$ cat src/rtl/ser7_pkg.sv
// Shared constants and the lane bit-assignment function for the 7:1 serializer.
// Assumes four lanes of seven slots covering a 28-bit word.
package ser7_pkg;
    localparam int LANES = 4;
    localparam int SLOTS = 7;
    localparam int WORD_W = LANES * SLOTS;
    localparam int SLOT_W = $clog2(SLOTS);
    localparam int CLK_HIGH_SLOTS = 4;

    // Returns the pixel-word bit index sent on a lane in a given slot (slot 0 first).
    function automatic int src_bit(input int lane, input int slot);
        int r;
        r = 0;
        case (lane * SLOTS + slot)
            0: r = 7;   1: r = 6;   2: r = 4;   3: r = 3;
            4: r = 2;   5: r = 1;   6: r = 0;
            7: r = 18;  8: r = 15;  9: r = 14;  10: r = 13;
            11: r = 12; 12: r = 9;  13: r = 8;
            14: r = 26; 15: r = 25; 16: r = 24; 17: r = 22;
            18: r = 21; 19: r = 20; 20: r = 19;
            21: r = 23; 22: r = 17; 23: r = 16; 24: r = 11;
            25: r = 10; 26: r = 5;  27: r = 27;
            default: r = 0;
        endcase
        return r;
    endfunction
endpackage

$ cat src/rtl/ser7_slot_timer.sv
// Slot timer: samples the pixel clock on the bit clock, detects its edges,
// tracks the slot index and produces the forwarded clock lane.
// Assumes pix_clk changes away from the rising edge of clk.
module ser7_slot_timer
    import ser7_pkg::*;
(
    input  logic clk,
    input  logic clr_n,
    input  logic pix_clk,
    input  logic edge_sel,
    output logic capture,
    output logic period_start,
    output logic ck_lane
);
    localparam logic [SLOT_W-1:0] LAST_SLOT = SLOT_W'(SLOTS - 1);
    localparam logic [SLOT_W-1:0] HIGH_END  = SLOT_W'(CLK_HIGH_SLOTS);

    logic              pclk_q;
    logic [SLOT_W-1:0] slot_q;
    logic [SLOT_W-1:0] slot_nxt;
    logic              rise;
    logic              fall;

    // Edge detection and choice of the next slot.
    always_comb begin
        rise         = pix_clk & ~pclk_q;
        fall         = ~pix_clk & pclk_q;
        period_start = rise | (slot_q == LAST_SLOT);
        slot_nxt     = period_start ? '0 : slot_q + 1'b1;
        capture      = edge_sel ? rise : fall;
    end

    // Slot counter, pixel-clock history and clock-lane register.
    always_ff @(posedge clk) begin
        if (!clr_n) begin
            pclk_q  <= 1'b0;
            slot_q  <= '0;
            ck_lane <= 1'b0;
        end else begin
            pclk_q  <= pix_clk;
            slot_q  <= slot_nxt;
            ck_lane <= (slot_nxt < HIGH_END);
        end
    end
endmodule

$ cat src/rtl/ser7_lane_shift.sv
// One data lane: loads seven bits of the captured word in lane order at the
// period start, then shifts them out MSB first, one per bit clock.
module ser7_lane_shift
    import ser7_pkg::*;
#(
    parameter int LANE = 0
) (
    input  logic              clk,
    input  logic              clr_n,
    input  logic              load,
    input  logic [WORD_W-1:0] word,
    output logic              bit_out
);
    logic [SLOTS-1:0] sh_q;
    logic [SLOTS-1:0] load_val;

    for (genvar s = 0; s < SLOTS; s++) begin : g_pick
        assign load_val[SLOTS-1-s] = word[src_bit(LANE, s)];
    end

    // Reload at period start, otherwise shift toward the MSB.
    always_ff @(posedge clk) begin
        if (!clr_n)    sh_q <= '0;
        else if (load) sh_q <= load_val;
        else           sh_q <= {sh_q[SLOTS-2:0], 1'b0};
    end

    assign bit_out = sh_q[SLOTS-1];
endmodule

$ cat src/rtl/ser7_lock_timer.sv
// Lock-delay model: counts pixel periods after the clear is released and
// asserts locked once LOCK_PERIODS periods have passed.
module ser7_lock_timer #(
    parameter int LOCK_PERIODS = 16
) (
    input  logic clk,
    input  logic clr_n,
    input  logic tick,
    output logic locked
);
    localparam int CW = $clog2(LOCK_PERIODS + 1);
    localparam logic [CW-1:0] LIMIT = CW'(LOCK_PERIODS);

    logic [CW-1:0] cnt_q;

    // Count period ticks until the limit, then hold.
    always_ff @(posedge clk) begin
        if (!clr_n)                     cnt_q <= '0;
        else if (tick && cnt_q != LIMIT) cnt_q <= cnt_q + 1'b1;
    end

    assign locked = (cnt_q == LIMIT);
endmodule

$ cat src/rtl/ser7_tx.sv
// Four-lane 7:1 serializer top. Captures the pixel word on the selected
// pixel-clock edge and sends it on four lanes during the following period.
// Shutdown acts as a synchronous clear. Assumes clk_bit runs at seven times
// the pixel rate and is phase-aligned to pix_clk.
module ser7_tx
    import ser7_pkg::*;
#(
    parameter int LOCK_PERIODS = 16
) (
    input  logic              clk_bit,
    input  logic              rst_n,
    input  logic              shdn_n,
    input  logic              edge_sel,
    input  logic              pix_clk,
    input  logic [WORD_W-1:0] pix_data,
    output logic [LANES-1:0]  lane_data,
    output logic              lane_clk,
    output logic              link_valid
);
    logic              clr_n;
    logic              capture;
    logic              period_start;
    logic [WORD_W-1:0] word_q;
    logic [LANES-1:0]  raw;

    assign clr_n = rst_n & shdn_n;

    ser7_slot_timer u_timer (
        .clk          (clk_bit),
        .clr_n        (clr_n),
        .pix_clk      (pix_clk),
        .edge_sel     (edge_sel),
        .capture      (capture),
        .period_start (period_start),
        .ck_lane      (lane_clk)
    );

    // Capture register for the pixel word.
    always_ff @(posedge clk_bit) begin
        if (!clr_n)       word_q <= '0;
        else if (capture) word_q <= pix_data;
    end

    for (genvar l = 0; l < LANES; l++) begin : g_lane
        ser7_lane_shift #(.LANE(l)) u_lane (
            .clk     (clk_bit),
            .clr_n   (clr_n),
            .load    (period_start),
            .word    (word_q),
            .bit_out (raw[l])
        );
    end

    ser7_lock_timer #(.LOCK_PERIODS(LOCK_PERIODS)) u_lock (
        .clk    (clk_bit),
        .clr_n  (clr_n),
        .tick   (period_start),
        .locked (link_valid)
    );

    assign lane_data = link_valid ? raw : '0;
endmodule

$ cat config.mk
export PLATFORM = sky130hd
export DESIGN_NAME = ser7_tx
export DESIGN_NICKNAME = d
export VERILOG_FILES = /design/src/rtl/ser7_pkg.sv /design/src/rtl/ser7_slot_timer.sv /design/src/rtl/ser7_lane_shift.sv /design/src/rtl/ser7_lock_timer.sv /design/src/rtl/ser7_tx.sv
export SDC_FILE = /design/constraint.sdc
export NUM_CORES = 1
export LEC_CHECK = 0
export BUFFER_PORTS_ARGS = -buffer_cell sky130_fd_sc_hd__buf_2
export CORE_AREA = 2 2 87 89
export CTS_BUF_LIST = sky130_fd_sc_hd__clkbuf_16
export DETAILED_ROUTE_END_ITERATION = 8
export DIE_AREA = 0 0 89 91
export PLACE_DENSITY = 0.62
export SYNTH_ARGS = -nofsm -noshare
export SYNTH_HDL_FRONTEND = slang
export SYNTH_SLANG_ARGS = --single-unit
$ cat constraint.sdc
create_clock -name clk_bit -period 2.2 [get_ports clk_bit]
set_clock_uncertainty 0.15 [all_clocks]
set_input_delay 0.11 -clock clk_bit [delete_from_list [all_inputs] [get_ports clk_bit]]
set_output_delay 0.11 -clock clk_bit [all_outputs]
set_load 0.02 [all_outputs]
==> metrics.yaml <==
global_route:
  grt_antenna_before_repair: 0
  grt_pass1_wl_mm: 9.025
  grt_pass1_vias: 1936
  grt-ovfl-total: 0
  grt_max_degree: 33
  grtUsageTotal_pct: 14.46
floorplanning:
  core_region_area_um2: 7137
  start_util_pct: 34.38
  io_pins: 39
  die_h_um: 91
  die_w_um: 89
  die_area_um2: 8099
  std_cell_rows: 31
place:
  dp.cells: 371
  place.gp.congestion: 0.7455
  dpl.hpwl_mm: 3.282
  port-buffer-count: 38
timing:
  worst_slew_pin_slew_ps: 715.1
  maxSlewViolCount: 0
  slew_headroom_pct: 52.22
  hold_viol: 0
  tns_ps: 0
  rsz0062_at_grt: "false"
  setup_viol: 0
  max_freq_mhz: 544.9
  fin_crit_sh_pct: 83.42
  min_period_ps: 1835
min_path:
  holdPathStages: 4
  hold_class: "in2reg"
detailed_routing:
  wl_mm: 5.367
  first_pass_iters: 4
  wl_per_cell_um: 12.87
  ant_nets: 0
  drc_errors: 0
  vias: 2016
  vias_per_cell: 4.835
  drtIter0Drc: 55
clock_tree:
  cts_max_level: 3
  cts.clk_slew.worst_paths_ps: 50
  cts_resized: 0
  clock-sinks: 66
  cts_tree: "done"
  cts_buffer_depth: 2
  postCtsSetupBuffers: 0
  cts-root-buf: "clkbuf_16"
  numCtsBuffers: 9
  worstSkewPairLatency_ps: 330
critical_path:
  critPathKind: "reg2reg"
  crit_path_end_kind: "register"
  crit_required_ps: 2320
  r2r_cells: 5
  crit_arrival_ps: 1960
  cp-start-kind: "register"
  cp_max_fo: 28
final_layout:
  syn_to_final_growth_pct: 36.97
  layout.cells.non_filler: 417
  fin_nets: 350
  final_common_cell: "dfxtp_1"
  drive_gt1_share_pct: 20.13
  final_cell_mix: "dfxtp_1 (66), buf_2 (38), a21oi_1 (32)"
  diodes: 0
synth:
  yosys_warnings: 0
  syn_nets: 285
  ys_seq_area_share_pct: 53.85
  ys_ff_latch: 66
  yosysUniqueCellTypes: 29
  syn_inst: 248
  synth_area_um2: 2454
  avgSynthCellArea_um2: 9.894
run_status:
  status: "completed"
power_and_ir_drop:
  p_leak_nw: 1.301
  powerDensity_nw_per_um2: 929.7
  ir_drop_mv: 0.4625
flow_run:
  drv_cap: 0
==> power by group <==
part	switching (W)	internal [W]
logic	0.0000839	0.0000834
registers	0.00000947	0.00121
clock network	0.000513	0.00122
==> metal layers <==
layer	up-vias	track usage [%]	routed length [um]
met5	-	0	0
met3	6	5.727	225
met4	0	4.851	67
met2	43	23.01	2623
li1	1022	-	-
met1	945	17.67	2450
==> area by class of cell <==
class | instances | area, um2
fillers | 714 | 3776
flip-flops and latches | 66 | 1321
multi-input cells | 159 | 1002
repair buffers | 74 | 535.5
clock buffers | 9 | 225.2
clock inverters | 7 | 141.4
well taps | 99 | 123.9
inverters | 3 | 11.26
==> repair_timing <==
| action | 4_1_cts | 5_1_grt |
|---|---|---|
| setup endpoints to repair | 0 | 0 |
| hold endpoints to repair | 29 | 0 |
| hold buffers | 30 | 0 |
==> Yosys cell counts <==
cell	n	area (um2)
nand2b_1	2	12.51
nand3_1	30	150.1
a21oi_4	1	16.27
dfxtp_1	66	1321
clkbuf_1	6	22.52
and2_1	10	62.56
buf_4	3	22.52
nor2b_1	1	6.260
o21ai_1	3	15.01
and3_1	2	12.51
ha_1	4	50.05
buf_6	3	33.78
a22o_1	24	210.2
and3_4	1	11.26
or3b_1	1	8.760
mux2i_1	4	40.04
buf_2	6	30.03
nand3b_1	1	7.510
nor3b_2	1	12.51
inv_1	3	11.26
or3_1	1	6.260
o21ai_0	27	135.1
and3b_1	1	8.760
and4bb_2	1	12.51
a21boi_0	1	7.510
clkbuf_2	2	10.01
a21oi_1	32	160.2
a2111o_1	2	22.52
nand2_1	9	33.78
==> cells by family after synthesis <==
family	share of synthesized area, %
AO/OA/AOI/OAI	23.10
adder cells (fa/ha/maj)	2.040
buffers and inverters	5.303
flip-flops	53.85
multiplexers	1.632
AND/OR/NAND/NOR	14.07
==> sequential cells by signal, summed over array words and instances, names as in the netlist <==
register / count
u_timer.slot_q: 3
u_timer.ck_lane: 1
g_lane.u_lane.sh_q: 28
u_timer.pclk_q: 1
u_lock.cnt_q: 5
word_q: 28
==> worst max-delay path, stage by stage (launching register included) <==
cell and delay [ps]:
dfxtp_1 310, inv_1 60, ha_1 150, nand2_1 190, a21oi_4 640, a22o_1 260
==> worst paths after layout <==
kind	startpoint	to	slack [ps]
setup / recovery	u_timer.slot_q[0]$_SDFF_PP0_	g_lane[2].u_lane.sh_q[2]$_SDFF_PN0_	360
hold / removal	rst_n	u_lock.cnt_q[1]$_SDFFE_PN0P_	200
setup reg to reg	u_timer.slot_q[0]$_SDFF_PP0_	g_lane[2].u_lane.sh_q[2]$_SDFF_PN0_	360
hold reg to reg	g_lane[1].u_lane.sh_q[5]$_SDFF_PN0_	g_lane[1].u_lane.sh_q[6]$_SDFF_PN0_	290
==> metrics by stage <==
stage	hold slack (ps)	total power (W)	setup slack [ps]	area [um2]	util, %
after global routing	236.1	0.003237	203.1	3361	47.09
final	197.5	0.003124	364.7	3361	47.09
after CTS	187.8	0.003158	347.4	3361	47.09
after floorplan	105.9	0.001331	647.3	2454	-
after global placement	220.4	0.001375	433.2	2694	37.75
after detailed placement	215.7	0.001378	370.7	2694	37.75
Power figures use the tool's default switching activity.
